--- src/rtl/sdram_trk_pkg.sv ---
package sdram_trk_pkg;

  typedef enum logic [2:0] {
    ST_IDLE    = 3'd0,
    ST_ACTIVE  = 3'd1,
    ST_READ    = 3'd2,
    ST_WRITE   = 3'd3,
    ST_READ_AP = 3'd4,
    ST_WREC    = 3'd5
  } bankStateE;

  typedef enum logic [3:0] {
    OP_NONE       = 4'd0,
    OP_ACTIVATE   = 4'd1,
    OP_READ       = 4'd2,
    OP_READ_AP    = 4'd3,
    OP_WRITE      = 4'd4,
    OP_WRITE_AP   = 4'd5,
    OP_PRECHARGE  = 4'd6,
    OP_BURST_STOP = 4'd7,
    OP_REFRESH    = 4'd8,
    OP_MODE_SET   = 4'd9
  } opE;

  typedef enum logic [3:0] {
    CMD_DESL, CMD_NOP, CMD_BST, CMD_READ, CMD_WRITE,
    CMD_ACT, CMD_PRE, CMD_REF, CMD_MRS
  } cmdE;

  // Strobes from control to one bank's datapath
  typedef struct packed {
    logic toActive;
    logic toIdle;
    logic startRead;
    logic startWrite;
    logic autoPre;
  } bankStrobeT;

  function automatic cmdE decodeCmd(input logic cs, input logic ras,
                                    input logic cas, input logic we);
    cmdE c;
    if (cs) c = CMD_DESL;
    else begin
      case ({ras, cas, we})
        3'b111:  c = CMD_NOP;
        3'b110:  c = CMD_BST;
        3'b101:  c = CMD_READ;
        3'b100:  c = CMD_WRITE;
        3'b011:  c = CMD_ACT;
        3'b010:  c = CMD_PRE;
        3'b001:  c = CMD_REF;
        default: c = CMD_MRS;
      endcase
    end
    return c;
  endfunction

endpackage

--- src/rtl/trk_bank.sv ---
module trk_bank
  import sdram_trk_pkg::*;
#(
  parameter int MAX_BL     = 8,
  parameter int BL_SEL_W   = 2,
  parameter int REC_CYCLES = 2
) (
  input  logic                clk,
  input  logic                rstN,
  input  logic [BL_SEL_W-1:0] burstLen,
  input  bankStrobeT          strobe,
  output bankStateE           stateQ
);
  localparam int CNT_W = (MAX_BL > 1) ? $clog2(MAX_BL) : 1;
  localparam int REC_W = (REC_CYCLES > 1) ? $clog2(REC_CYCLES) : 1;

  logic [CNT_W-1:0] cntQ;
  logic [REC_W-1:0] recQ;
  logic             apWriteQ;
  logic [CNT_W-1:0] blLast;

  assign blLast = CNT_W'((32'd1 << burstLen) - 32'd1);

  always_ff @(posedge clk) begin
    if (!rstN) begin
      stateQ   <= ST_IDLE;
      cntQ     <= '0;
      recQ     <= '0;
      apWriteQ <= 1'b0;
    end else if (strobe.toIdle) begin
      stateQ   <= ST_IDLE;
      apWriteQ <= 1'b0;
    end else if (strobe.toActive) begin
      stateQ <= ST_ACTIVE;
    end else if (strobe.startRead) begin
      stateQ <= strobe.autoPre ? ST_READ_AP : ST_READ;
      cntQ   <= blLast;
    end else if (strobe.startWrite) begin
      stateQ   <= ST_WRITE;
      cntQ     <= blLast;
      apWriteQ <= strobe.autoPre;
    end else begin
      case (stateQ)
        ST_READ, ST_READ_AP, ST_WRITE: begin
          if (cntQ == '0) begin
            case (stateQ)
              ST_READ:    stateQ <= ST_ACTIVE;
              ST_READ_AP: stateQ <= ST_IDLE;
              default: begin
                stateQ <= ST_WREC;
                recQ   <= REC_W'(REC_CYCLES - 1);
              end
            endcase
          end else begin
            cntQ <= cntQ - 1'b1;
          end
        end
        ST_WREC: begin
          if (recQ == '0) begin
            stateQ   <= apWriteQ ? ST_IDLE : ST_ACTIVE;
            apWriteQ <= 1'b0;
          end else begin
            recQ <= recQ - 1'b1;
          end
        end
        default: ;
      endcase
    end
  end

  // control never steers a bank that is in read with auto-precharge
  p_rdap_untouched_r8: assert property (@(posedge clk) disable iff (!rstN)
    (stateQ == ST_READ_AP) |-> (strobe == '0));

  // an idle bank can only stay idle or open a row
  p_idle_exit_r3: assert property (@(posedge clk) disable iff (!rstN)
    (stateQ == ST_IDLE) |=> (stateQ inside {ST_IDLE, ST_ACTIVE}));

  // recovery leaves only toward row active or idle
  p_wrec_exit_r7: assert property (@(posedge clk) disable iff (!rstN)
    (stateQ == ST_WREC) |=> (stateQ inside {ST_WREC, ST_ACTIVE, ST_IDLE}));

  // a burst with count remaining and no strobe keeps its state
  p_burst_hold_r5: assert property (@(posedge clk) disable iff (!rstN)
    ((stateQ inside {ST_READ, ST_WRITE, ST_READ_AP}) && cntQ != '0 && strobe == '0)
      |=> (stateQ == $past(stateQ)));

endmodule

--- src/rtl/trk_ctrl.sv ---
module trk_ctrl
  import sdram_trk_pkg::*;
#(
  parameter int NUM_BANKS = 2,
  parameter int ADDR_W    = 12,
  parameter int BANK_BIT  = 11,
  parameter int AP_BIT    = 10,
  localparam int BANK_W   = (NUM_BANKS > 1) ? $clog2(NUM_BANKS) : 1
) (
  input  logic              clk,
  input  logic              rstN,
  input  logic              csN,
  input  logic              rasN,
  input  logic              casN,
  input  logic              weN,
  input  logic [ADDR_W-1:0] addr,
  input  bankStateE         bankSt [NUM_BANKS],
  output bankStrobeT        strobeD [NUM_BANKS],
  output opE                opQ,
  output logic              illegalQ,
  output logic [BANK_W-1:0] illegalBankQ
);
  cmdE               cmd;
  logic [BANK_W-1:0] tgt;
  logic              ap;
  bankStateE         tgtSt;
  logic              anyBusy, anyBlock, anyOpen;
  logic [BANK_W-1:0] firstBusy, firstBlock;
  opE                opD;
  logic              illD;
  logic [BANK_W-1:0] illBankD;

  assign cmd   = decodeCmd(csN, rasN, casN, weN);
  assign tgt   = addr[BANK_BIT +: BANK_W];
  assign ap    = addr[AP_BIT];
  assign tgtSt = bankSt[tgt];

  // Lowest-index bank that is non-idle / blocks a precharge-all
  always_comb begin
    anyBusy    = 1'b0;
    anyBlock   = 1'b0;
    anyOpen    = 1'b0;
    firstBusy  = '0;
    firstBlock = '0;
    for (int i = NUM_BANKS - 1; i >= 0; i--) begin
      if (bankSt[i] != ST_IDLE) begin
        anyBusy   = 1'b1;
        firstBusy = BANK_W'(i);
      end
      if (bankSt[i] inside {ST_READ_AP, ST_WREC}) begin
        anyBlock   = 1'b1;
        firstBlock = BANK_W'(i);
      end
      if (bankSt[i] inside {ST_ACTIVE, ST_READ, ST_WRITE}) anyOpen = 1'b1;
    end
  end

  always_comb begin
    for (int i = 0; i < NUM_BANKS; i++) strobeD[i] = '0;
    opD      = OP_NONE;
    illD     = 1'b0;
    illBankD = tgt;
    case (cmd)
      CMD_BST: begin
        if (tgtSt inside {ST_READ, ST_WRITE}) begin
          strobeD[tgt].toActive = 1'b1;
          opD = OP_BURST_STOP;
        end else if (tgtSt == ST_READ_AP) begin
          illD = 1'b1;
        end
      end
      CMD_READ, CMD_WRITE: begin
        if (tgtSt inside {ST_ACTIVE, ST_READ, ST_WRITE}) begin
          strobeD[tgt].autoPre = ap;
          if (cmd == CMD_READ) begin
            strobeD[tgt].startRead = 1'b1;
            opD = ap ? OP_READ_AP : OP_READ;
          end else begin
            strobeD[tgt].startWrite = 1'b1;
            opD = ap ? OP_WRITE_AP : OP_WRITE;
          end
        end else begin
          illD = 1'b1;
        end
      end
      CMD_ACT: begin
        if (tgtSt == ST_IDLE) begin
          strobeD[tgt].toActive = 1'b1;
          opD = OP_ACTIVATE;
        end else begin
          illD = 1'b1;
        end
      end
      CMD_PRE: begin
        if (ap) begin
          if (anyBlock) begin
            illD     = 1'b1;
            illBankD = firstBlock;
          end else begin
            for (int i = 0; i < NUM_BANKS; i++)
              if (bankSt[i] inside {ST_ACTIVE, ST_READ, ST_WRITE})
                strobeD[i].toIdle = 1'b1;
            if (anyOpen) opD = OP_PRECHARGE;
          end
        end else if (tgtSt inside {ST_ACTIVE, ST_READ, ST_WRITE}) begin
          strobeD[tgt].toIdle = 1'b1;
          opD = OP_PRECHARGE;
        end else if (tgtSt != ST_IDLE) begin
          illD = 1'b1;
        end
      end
      CMD_REF, CMD_MRS: begin
        if (anyBusy) begin
          illD     = 1'b1;
          illBankD = firstBusy;
        end else begin
          opD = (cmd == CMD_REF) ? OP_REFRESH : OP_MODE_SET;
        end
      end
      default: ;
    endcase
  end

  always_ff @(posedge clk) begin
    if (!rstN) begin
      opQ          <= OP_NONE;
      illegalQ     <= 1'b0;
      illegalBankQ <= '0;
    end else begin
      opQ          <= opD;
      illegalQ     <= illD;
      illegalBankQ <= illD ? illBankD : '0;
    end
  end

  logic allIdleNow;
  always_comb begin
    allIdleNow = 1'b1;
    for (int i = 0; i < NUM_BANKS; i++)
      if (bankSt[i] != ST_IDLE) allIdleNow = 1'b0;
  end

  // after an accepted refresh or mode set every bank is idle
  p_refresh_idle_r11: assert property (@(posedge clk) disable iff (!rstN)
    (opQ inside {OP_REFRESH, OP_MODE_SET}) |-> allIdleNow);

  // a flagged command reports no operation
  p_illegal_no_op_r12: assert property (@(posedge clk) disable iff (!rstN)
    illegalQ |-> (opQ == OP_NONE));

endmodule

--- src/rtl/sdram_bank_tracker.sv ---
module sdram_bank_tracker
  import sdram_trk_pkg::*;
#(
  parameter int NUM_BANKS  = 2,
  parameter int ADDR_W     = 12,
  parameter int BANK_BIT   = 11,
  parameter int AP_BIT     = 10,
  parameter int MAX_BL     = 8,
  parameter int BL_SEL_W   = 2,
  parameter int REC_CYCLES = 2,
  localparam int BANK_W    = (NUM_BANKS > 1) ? $clog2(NUM_BANKS) : 1
) (
  input  logic                   clk,
  input  logic                   rstN,
  input  logic                   csN,
  input  logic                   rasN,
  input  logic                   casN,
  input  logic                   weN,
  input  logic [ADDR_W-1:0]      addr,
  input  logic [BL_SEL_W-1:0]    burstLen,
  output logic [NUM_BANKS*3-1:0] bankState,
  output logic [3:0]             opCode,
  output logic                   illegal,
  output logic [BANK_W-1:0]      illegalBank
);
  bankStateE  bankSt  [NUM_BANKS];
  bankStrobeT strobes [NUM_BANKS];
  opE         opQ;

  trk_ctrl #(
    .NUM_BANKS(NUM_BANKS), .ADDR_W(ADDR_W),
    .BANK_BIT(BANK_BIT), .AP_BIT(AP_BIT)
  ) uCtrl (
    .clk(clk), .rstN(rstN), .csN(csN), .rasN(rasN), .casN(casN), .weN(weN),
    .addr(addr), .bankSt(bankSt), .strobeD(strobes),
    .opQ(opQ), .illegalQ(illegal), .illegalBankQ(illegalBank)
  );

  for (genvar b = 0; b < NUM_BANKS; b++) begin : gBank
    trk_bank #(
      .MAX_BL(MAX_BL), .BL_SEL_W(BL_SEL_W), .REC_CYCLES(REC_CYCLES)
    ) uBank (
      .clk(clk), .rstN(rstN), .burstLen(burstLen),
      .strobe(strobes[b]), .stateQ(bankSt[b])
    );
    assign bankState[3*b +: 3] = bankSt[b];
  end

  assign opCode = opQ;

endmodule

--- config.mk ---
export PLATFORM = sky130hd
export DESIGN_NAME = sdram_bank_tracker
export DESIGN_NICKNAME = d
export VERILOG_FILES = /design/src/rtl/sdram_trk_pkg.sv /design/src/rtl/trk_bank.sv /design/src/rtl/trk_ctrl.sv /design/src/rtl/sdram_bank_tracker.sv
export SDC_FILE = /design/constraint.sdc
export NUM_CORES = 1
export LEC_CHECK = 0
export ABC_AREA = 1
export CAP_MARGIN = 20
export CORE_MARGIN = 2
export CORE_UTILIZATION = 66
export CTS_BUF_LIST = sky130_fd_sc_hd__clkbuf_4
export DETAILED_ROUTE_END_ITERATION = 10
export DONT_BUFFER_PORTS = 1
export PLACE_DENSITY = 0.79
export REMOVE_ABC_BUFFERS = 1
export SYNTH_ARGS = -nofsm -noshare
export SYNTH_HDL_FRONTEND = slang
export SYNTH_SLANG_ARGS = --single-unit
--- constraint.sdc ---
create_clock -name clk -period 2.03 [get_ports clk]
set_clock_uncertainty 0.2 [all_clocks]
set_input_delay 0.3045 -clock clk [delete_from_list [all_inputs] [get_ports clk]]
set_output_delay 0.3045 -clock clk [all_outputs]
set_load 0.01 [all_outputs]
==> out/metrics.yaml, run 1 <==
outcome: "finished, final reports clean"
syn_to_final_growth_pct: 10.3
grt_max_degree: 14
routed_wl_um: 4170
die_height_um: 55.9
yosys.area.top_type: "dfxtp_1"
peakVddDrop_uv: 846
cp_cell_sequence: "inv_1 -> nand2_1 -> nand2_1 -> nand2_4 -> nand3_2 -> nand2_4 -> nor2_1 -> nor2_1 -> nand2_1 -> nand2_1 -> nor2_2"
hold_ws_ps: 4.19
ys_top_cells_by_area: "dfxtp_1 25%, nand2_1 18%, nor2_1 7.6%"
maxCapViolations: 0
finalMaxSlewViolations: 0
min_period_ps: 1870
fin_cells: 329
start_util_pct: 70.5
critical_path.top_delay_family: "simple AND/OR/NAND/NOR gates"
diodes: 0
num_io_pins: 32
fmax_ghz: 0.533
ctsLongestPathBuffers: 2
place_ws_ps: 188
grt_pass1_wl_um: 6890
worstSetupPathDepth: 11
required_ps: 2060
finalSetupTns_ps: 0
setup_slack_ps: 155
grt_usage_pct: 27.5
slew_headroom_pct: 59.8
switching_share_pct: 39.7
postRouteAntennaNets: 0
cpPeakStageDelay_ps: 480
worstPathArrival_ps: 1910
drc: 0
place.gp.congestion: 0.972
synth_top_area_share_pct: 24.8
avgSynthCellArea_um2: 6.26
grt_pass1_vias: 1636
stdcell_area_mm2: 0.00196
firstDrtPassIters: 4
hold_viol: 0
power_leakage_uw: 0.00100
vias_per_cell: 5.35
clkPwrFrac_pct: 23.8
die_area_mm2: 0.00313
reg2reg_depth: 11
ys_ff_latch: 22
clk_latency_ps: 330
setup_violations: 0
worst-setup-path-type: "reg -> reg"
critical_path.max_fanout: 8
portBuffers: 0
worst-path-buf-inv: 1
grt-ovfl-total: 0
wire_per_inst_um: 12.7
internal_power_uw: 889
fp-row-count: 18
power_density_mw_per_mm2: 751
core_mm2: 0.00252
placed_cells: 319
dpl_cell_area_mm2: 0.00185
synth-warning-count: 0
hold_path_class: "in -> reg"
clk_pin_slew_ps: 140
cts_tree: "yes"
end_kind: "flop"
cts_made_buffers: 3
cp_slowest_cell: "dfxtp_1"
vias: 1760
layout.nets: 324
ctsHtreeMaxLevel: 1
holdPathStages: 3
worstSetupStartpointType: "flop"
fp.dieW_um: 55.9
first_iter_violations: 101
antenna_found_initial: 0
period_share_pct: 92.3
synth_cells: 284
cts_resized: 0
rsz0062_at_grt: "no"
syn_area_mm2: 0.00178
worst_slew_pin_slew_ps: 601
cts_root_buf: "clkbuf_4"
ys_seq_area_share_pct: 24.8
comb_power_share_pct: 40.4
pwr-share-seq_pct: 35.8
switchingPower_uw: 585
yosysUniqueCellTypes: 33
hpwl_um: 3190
drive_gt1_share_pct: 14.4
critical_path.most_common_cell: "nand2_1"
fillers: 196
cts_num_sinks: 22
sequential cells by signal (all words and copies together), names as in the netlist:
register              flops
gBank.uBank.recQ          2
uCtrl.illegalQ            1
gBank.uBank.stateQ        6
uCtrl.opQ                 4
uCtrl.illegalBankQ        1
gBank.uBank.cntQ          6
gBank.uBank.apWriteQ      2
cells in the mapped netlist, drive strengths merged:
library cell / instances
a2111oi: 1
o21a: 1
inv: 42
nand3b: 1
nand2: 91
nor3: 2
a21boi: 2
a31oi: 1
nand3: 29
ha: 4
o211ai: 6
o21bai: 1
o31ai: 1
nand4: 5
a21oi: 10
dfxtp: 22
o21ai: 15
nor2: 45
or2: 1
buf: 2
xnor2: 2
kinds of logic (layout without fill, tap and decap cells):
group / count (synthesis) / count (layout) / share of synthesized area, %
AO/OA/AOI/OAI: 38 / 38 / 13.3
AND/OR/NAND/NOR: 174 / 174 / 48.2
buffers and inverters: 44 / 59 / 9.92
flip-flops: 22 / 22 / 24.8
XOR/XNOR: 2 / 2 / 0.985
adder cells (fa/ha/maj): 4 / 4 / 2.81
power by group through the flow:
stage / clock [µW] / sequential [µW] / combinational [µW]
6_report: 351 / 527 / 596
5_1_grt: 370 / 533 / 668
4_1_cts: 355 / 527 / 590
3_5_place_dp: 0 / 538 / 572
3_3_place_gp: 0 / 536 / 564
2_1_floorplan: 0 / 546 / 430
metrics by stage:
stage | util (%) | total power (µW)
after global routing | 77.8 | 1570
after CTS | 77.8 | 1470
after global placement | 73.4 | 1100
after detailed placement | 73.4 | 1110
final | 77.8 | 1470
after floorplan | - | 975
layout make-up:
class | count | area [µm²] | area share (%)
Clock buffer | 3 | 22.5 | 1.15
Inverter | 42 | 158 | 8.03
Tap cell | 30 | 37.5 | 1.91
Clock inverter | 1 | 30.0 | 1.53
Sequential cell | 22 | 440 | 22.4
Multi-Input combinational cell | 218 | 1160 | 59.2
Timing Repair Buffer | 13 | 113 | 5.74
layer usage:
metal	up-vias	share of wire, %	global-route usage [%]
li1	939	-	-
met5	-	0	0
met4	0	1.6	11.9
met3	7	7.9	3.49
met1	752	45	36.7
met2	62	45	44.7
repair_timing:
| item | CTS | global route |
|---|---|---|
| endpoints found under the hold margin | 17 | 0 |
| setup buffers | 0 | 0 |
| hold buffers | 6 | 0 |
placed cells by master (no fill, tap or decap), types with 3 or more instances in the layout:
master         instances
a21oi_1               10
buf_4                  7
clkbuf_4               3
dfxtp_1               22
dlygate4sd3_1          6
ha_1                   4
inv_1                 34
inv_2                  8
nand2_1               83
nand2_2                5
nand2_4                3
nand3_1               23
nand3_2                5
nand4_1                5
nor2_1                36
nor2_4                 5
o211ai_1               5
o21ai_0               11
o21ai_1                4
worst register-to-register path, cell delays in order, from the launching register on:
cell and delay, ps:
dfxtp_1 480, inv_1 130, nand2_1 70, nand2_1 80, nand2_4 120, nand3_2 200, nand2_4 180, nor2_1 50
nor2_1 80, nand2_1 70, nand2_1 80, nor2_2 40
final timing paths:
path | from | end | slack [ps]
hold / removal | casN | uCtrl.opQ[3] | 4
setup / recovery | gBank[1].uBank.stateQ[0] | gBank[1].uBank.cntQ[0] | 160
hold reg to reg | gBank[0].uBank.recQ | gBank[0].uBank.recQ | 290
setup reg to reg | gBank[1].uBank.stateQ[0] | gBank[1].uBank.cntQ[0] | 160
Note: power is estimated with default switching activity, not from simulation.
==> run 2, diff against run 1 <==
- CORE_UTILIZATION: 66 -> 71
- PLACE_DENSITY: 0.79 -> 0.84
- SKIP_LAST_GASP: not set -> 1
- clock period: 2.03 -> 2.2 ns (I/O delays scaled with it)
==> run 2 against run 1 <==
  * Non-clock buffer count down 3
  * Flip-flop and latch count did not move
  * First-iteration DRC count decreased by 29%
  * Cell area unchanged
  * Sequential power fell by 4.4%
  * Register-to-register slack got worse by 70 ps
==> out/metrics.yaml, run 2 (same netlist as run 1, synthesis figures left out) <==
outcome: "finished, final reports clean"
critical_path.max_fanout: 8  # unchanged
reg2reg_depth: 6  # -5
hold_path_startpoint: "weN"
grt-ovfl-total: 0  # unchanged
syn_to_final_growth_pct: 10.3  # unchanged
rsz0062_at_grt: "yes"
start_util_pct: 73.1  # +2.6 points
slew_headroom_pct: 67.3  # +7.5 points
wire_per_inst_um: 12.5  # -1.2%
ctsHtreeMaxLevel: 1  # unchanged
hold_path_class: "in -> reg"
largestRegisters: "gBank.uBank.cntQ (6), gBank.uBank.stateQ (6), uCtrl.opQ (4)"
clk_pin_slew_ps: 140  # about the same
grt_pass1_vias: 1538  # -6.0%
vias_per_cell: 5.54  # +3.5%
clk_latency_ps: 330  # about the same
period_share_pct: 96.1  # +3.8 points
hold_path_end: "uCtrl.opQ[0]"
setup_violations: 0  # unchanged
placed_cells: 314  # -1.6%
grt_max_degree: 14  # unchanged
fillers: 204  # +4.1%
hold_viol: 0  # unchanged
hold_ws_ps: 20.5  # +16.3 ps
required_ps: 2230  # +170 ps
postRouteAntennaNets: 0  # unchanged
peakVddDrop_uv: 676  # -20%
final_util_pct: 80.7  # +2.9 points
drc: 0  # unchanged
drive_gt1_share_pct: 14.2  # -0.19 points
end_kind: "flop"
holdPathStages: 3  # unchanged
r2r-end: "gBank[0].uBank.recQ"
min_period_ps: 2120  # +240 ps
maxCapViolations: 0  # unchanged
antenna_found_initial: 0  # unchanged
power_density_mw_per_mm2: 689  # -8.2%
portBuffers: 0  # unchanged
cts_made_buffers: 3  # unchanged
finalSetupTns_ps: 0  # unchanged
power_leakage_uw: 0.00100  # -0.30%
final_common_cell: "nand2_1"
vias: 1805  # +2.6%
final_cell_mix: "83 x nand2_1, 35 x nor2_1, 34 x inv_1"
worstSetupStartpointType: "flop"
die_area_mm2: 0.00292  # -6.5%
diodes: 0  # unchanged
die_height_um: 54.1  # -3.3%
cts_setup_buffers: 0  # unchanged
grt_pass1_wl_um: 6600  # -4.2%
routed_wl_um: 4080  # -2.1%
place_ws_ps: 288  # +99.2 ps
cts_tree: "yes"
worstPathArrival_ps: 2150  # +240 ps
worst-setup-path-type: "reg -> reg"
rrSetupSlack_ps: 80  # -70 ps
place.gp.congestion: 0.895  # -7.9%
finalMaxSlewViolations: 0  # unchanged
r2r_start: "gBank[0].uBank.stateQ[2]"
hpwl_um: 2990  # -6.1%
cts_num_sinks: 22  # unchanged
fp-row-count: 18  # unchanged
ctsLongestPathBuffers: 2  # unchanged
fin_cells: 326  # -0.91%
grt_usage_pct: 30.9  # +3.3 points
fp.dieW_um: 54.1  # -3.3%
fmax_ghz: 0.473  # -11%
num_io_pins: 32  # unchanged
setup_slack_ps: 85.0  # -70.4 ps
first_iter_violations: 72  # -29%
core_mm2: 0.00243  # -3.6%
worst_slew_pin_slew_ps: 490  # -111 ps
firstDrtPassIters: 4  # unchanged
layout.nets: 321  # -0.93%
cts_root_buf: "clkbuf_4"
run 2: cell type report:
cell class | instances | area (µm²) | area share [%]
flip-flops and latches | 22 | 442 | 22.5
multi-input cells | 218 | 1180 | 59.9
clock buffers | 3 | 22.5 | 1.15
well taps | 30 | 37.5 | 1.91
repair buffers | 10 | 97.6 | 4.97
clock inverters | 1 | 30.0 | 1.53
inverters | 42 | 158 | 8.03
run 2: where the power goes:
part	total, µW	switching [µW]	internal (µW)
logic	520	340	180
clock network	330	145	184
registers	504	63.3	441
total	1350	548	805
run 2: how the worst max path moves through the flow:
| stage | start | slack, ps | depth (start not counted) | end |
|---|---|---|---|---|
| final | gBank[0].uBank.stateQ[2] | 80 | 6 | gBank[0].uBank.recQ |
| after global routing | gBank[0].uBank.stateQ[2] | -6 | 6 | gBank[0].uBank.recQ |
| after CTS | rstN | 30 | 4 | uCtrl.opQ[3] |
| after detailed placement | gBank[1].uBank.stateQ[1] | 290 | 11 | gBank[1].uBank.cntQ[0] |
| after global placement | gBank[0].uBank.stateQ[1] | 320 | 9 | gBank[0].uBank.cntQ[1] |
| after floorplan | gBank[1].uBank.stateQ[2] | 520 | 13 | gBank[1].uBank.cntQ[0] |
run 2: critical path, stage by stage, from the launching register on:
cell and delay [ps]:
dfxtp_1 600, nand2_1 290, nor2_1 190, inv_1 80, nand2_1 60, dlygate4sd3_1 550, a21oi_1 40
run 2: timing repair:
action / in CTS / in global routing
gates resized for setup: 0 / 6
endpoints found under the hold margin: 17 / 0
setup endpoints to repair: 0 / 1
hold buffers: 8 / 0
run 2: layer usage:
layer  track usage [%]  vias to the layer above  part of all wire, %
met5                 0                        -                    0
met4              10.0                        0                  1.1
met3              3.89                        5                  7.8
met2              51.2                       83                   47
met1              41.2                      782                   44
li1                  -                      935                    -
run 2: per-stage QoR:
| step | power, µW | instance area (µm²) |
|---|---|---|
| final | 1350 | 1960 |
| after global routing | 1440 | 1960 |
| after CTS | 1340 | 1950 |
| after detailed placement | 999 | 1810 |
| after global placement | 988 | 1810 |
| after floorplan | 900 | 1760 |
==> run 3, diff against run 2 <==
- GPL_ROUTABILITY_DRIVEN: not set -> 0
- SETUP_SLACK_MARGIN: not set -> 0.2
==> run 3 against run 2 <==
  * Register-to-register slack better by 260 ps
  * Worst hold slack gained 3.6 ps
  * Combinational power down 1%
  * Setup slack improved by 260 ps
  * Die area stayed put
  * Count of clock-buffer cells in the layout stayed put
  * Via count is 1.1% lower
  * Fmax rose by 14%
  * Highest routed layer unchanged
  * Sequential power about the same
  * Flip-flop and latch count did not move
  * Largest cell class unchanged
==> out/metrics.yaml, run 3 (same netlist as run 1, synthesis figures left out) <==
antenna_found_initial: 0  # unchanged
slew_headroom_pct: 63.1  # -4.2 points
worstSetupStartpointType: "flop"
routed_wl_um: 4060  # -0.64%
rrSetupSlack_ps: 340  # +260 ps
portBuffers: 0  # unchanged
fp.dieW_um: 54.1  # unchanged
hold_path_class: "in -> reg"
hold_viol: 0  # unchanged
final_common_cell: "nand2_1"
firstDrtPassIters: 4  # unchanged
cp_slowest_cell: "dfxtp_2"
clk_latency_ps: 330  # about the same
worstSetupPathDepth: 9  # +3
drive_gt1_share_pct: 14.3  # +0.097 points
finalSetupTns_ps: 0  # unchanged
period_share_pct: 84.5  # -12 points
outcome: "finished, final reports clean"
syn_to_final_growth_pct: 8.51
worstPathArrival_ps: 1890  # -260 ps
reg2reg_depth: 9  # +3
hold_ws_ps: 24.1  # +3.64 ps
cp_cell_sequence: "inv_1 -> nand2_1 -> nand4_1 -> a21oi_1 -> nor2_4 -> nand2_4 -> nand2_1 -> nand2_1 -> nor2_1"
fin_cells: 324  # -0.61%
ctsHtreeMaxLevel: 1  # unchanged
num_io_pins: 32  # unchanged
grt-ovfl-total: 0  # unchanged
die_height_um: 54.1  # unchanged
cts_num_sinks: 22  # unchanged
rsz0062_at_grt: "no"
hpwl_um: 2990  # unchanged
drc: 0  # unchanged
r2r-end: "gBank[0].uBank.cntQ[2]"
grt_usage_pct: 30.8  # -0.058 points
final_cell_mix: "83 x nand2_1, 36 x nor2_1, 34 x inv_1"
fp-row-count: 18  # unchanged
worst-path-buf-inv: 1  # -1
core_mm2: 0.00243  # unchanged
start_util_pct: 73.1  # unchanged
largestRegisters: "gBank.uBank.cntQ (6), gBank.uBank.stateQ (6), uCtrl.opQ (4)"
layout.nets: 319  # -0.62%
ctsLongestPathBuffers: 2  # unchanged
die_area_mm2: 0.00292  # unchanged
r2r_start: "gBank[0].uBank.stateQ[1]"
first_iter_violations: 41  # -43%
end_kind: "flop"
vias_per_cell: 5.51  # -0.50%
critical_path.top_delay_family: "simple AND/OR/NAND/NOR gates"
cts_made_buffers: 3  # unchanged
cts_tree: "yes"
grt_max_degree: 14  # unchanged
maxCapViolations: 0  # unchanged
vias: 1785  # -1.1%
worst-setup-path-type: "reg -> reg"
postRouteAntennaNets: 0  # unchanged
critical_path.max_fanout: 8  # unchanged
finalPower_uw: 1340  # -0.64%
cts_root_buf: "clkbuf_4"
grt_pass1_vias: 1542  # +0.26%
min_period_ps: 1860  # -256 ps
grt_pass1_wl_um: 6590  # -0.11%
endpoint: "gBank[0].uBank.cntQ[2]"
finalMaxSlewViolations: 0  # unchanged
critical_path.most_common_cell: "nand2_1"
required_ps: 2230  # about the same
clk_pin_slew_ps: 150  # about the same
setup_violations: 0  # unchanged
power_density_mw_per_mm2: 696  # +1.0%
peakVddDrop_uv: 663  # -1.8%
cp-startpoint: "gBank[0].uBank.stateQ[1]"
cpPeakStageDelay_ps: 440  # -160 ps
wire_per_inst_um: 12.5  # about the same
worst_slew_pin_slew_ps: 552  # +61.3 ps
fmax_ghz: 0.538  # +14%
power_leakage_uw: 0.000979  # -2.1%
placed_cells: 314  # unchanged
dpl_cell_area_mm2: 0.00181  # unchanged
stdcell_area_mm2: 0.00193  # -1.7%
diodes: 0  # unchanged
fillers: 201  # -1.5%
[run 3: per-stage QoR]
| stage | worst slack (ps) | utilization (%) |
|---|---|---|
| floorplan | 521 | - |
| global placement | 319 | 74.5 |
| detailed placement | 288 | 74.5 |
| CTS | 253 | 79.2 |
| global route | 205 | 79.4 |
| finish | 341 | 79.4 |
[run 3: timing repair]
| item | in CTS | in global routing |
|---|---|---|
| endpoints found under the setup margin | 0 | 14 |
| hold endpoints to repair | 17 | 0 |
| gates resized for setup | 0 | 4 |
| hold buffers | 6 | 0 |
| setup buffers | 0 | 0 |
[run 3: cell type report]
| cell class | count | area, µm² | area share, % |
|---|---|---|---|
| repair buffers | 8 | 75.1 | 3.89 |
| flip-flops and latches | 22 | 445 | 23.1 |
| clock inverters | 1 | 30.0 | 1.56 |
| multi-input cells | 218 | 1160 | 60.2 |
| inverters | 42 | 158 | 8.17 |
| clock buffers | 3 | 22.5 | 1.17 |
| well taps | 30 | 37.5 | 1.94 |
[run 3: metal layers]
layer	track usage (%)	routed length (µm)	vias up	part of all wire [%]
met5	0	0	-	0
met4	10.4	57	0	1.4
met3	4.17	234	7	5.8
met2	50.8	1870	65	46
met1	41.0	1890	783	47
li1	-	-	930	-
[run 3: worst register-to-register path: cells and delay by family (launching register included)]
kind | cells | cell delay [ps]
buffers and inverters | 1 | 90
DFF | 1 | 440
and+or+nand+nor | 7 | 730
AOI/OAI and AO/OA | 1 | 290
[run 3: worst min path at each step]
stage / to / from / slack (ps) / cells after the start
after global routing: uCtrl.opQ[3] / casN / 70 / 3
after global placement: uCtrl.opQ[3] / csN / 230 / 1
after detailed placement: uCtrl.opQ[3] / csN / 230 / 1
after floorplan: uCtrl.opQ[3] / csN / 220 / 1
final: uCtrl.opQ[0] / weN / 20 / 3
after CTS: uCtrl.opQ[0] / weN / 20 / 3
[run 3: power by group]
part / internal [µW] / switching, µW
Sequential: 443 / 59.8
Combinational: 174 / 339
Clock: 184 / 144
Total: 802 / 543
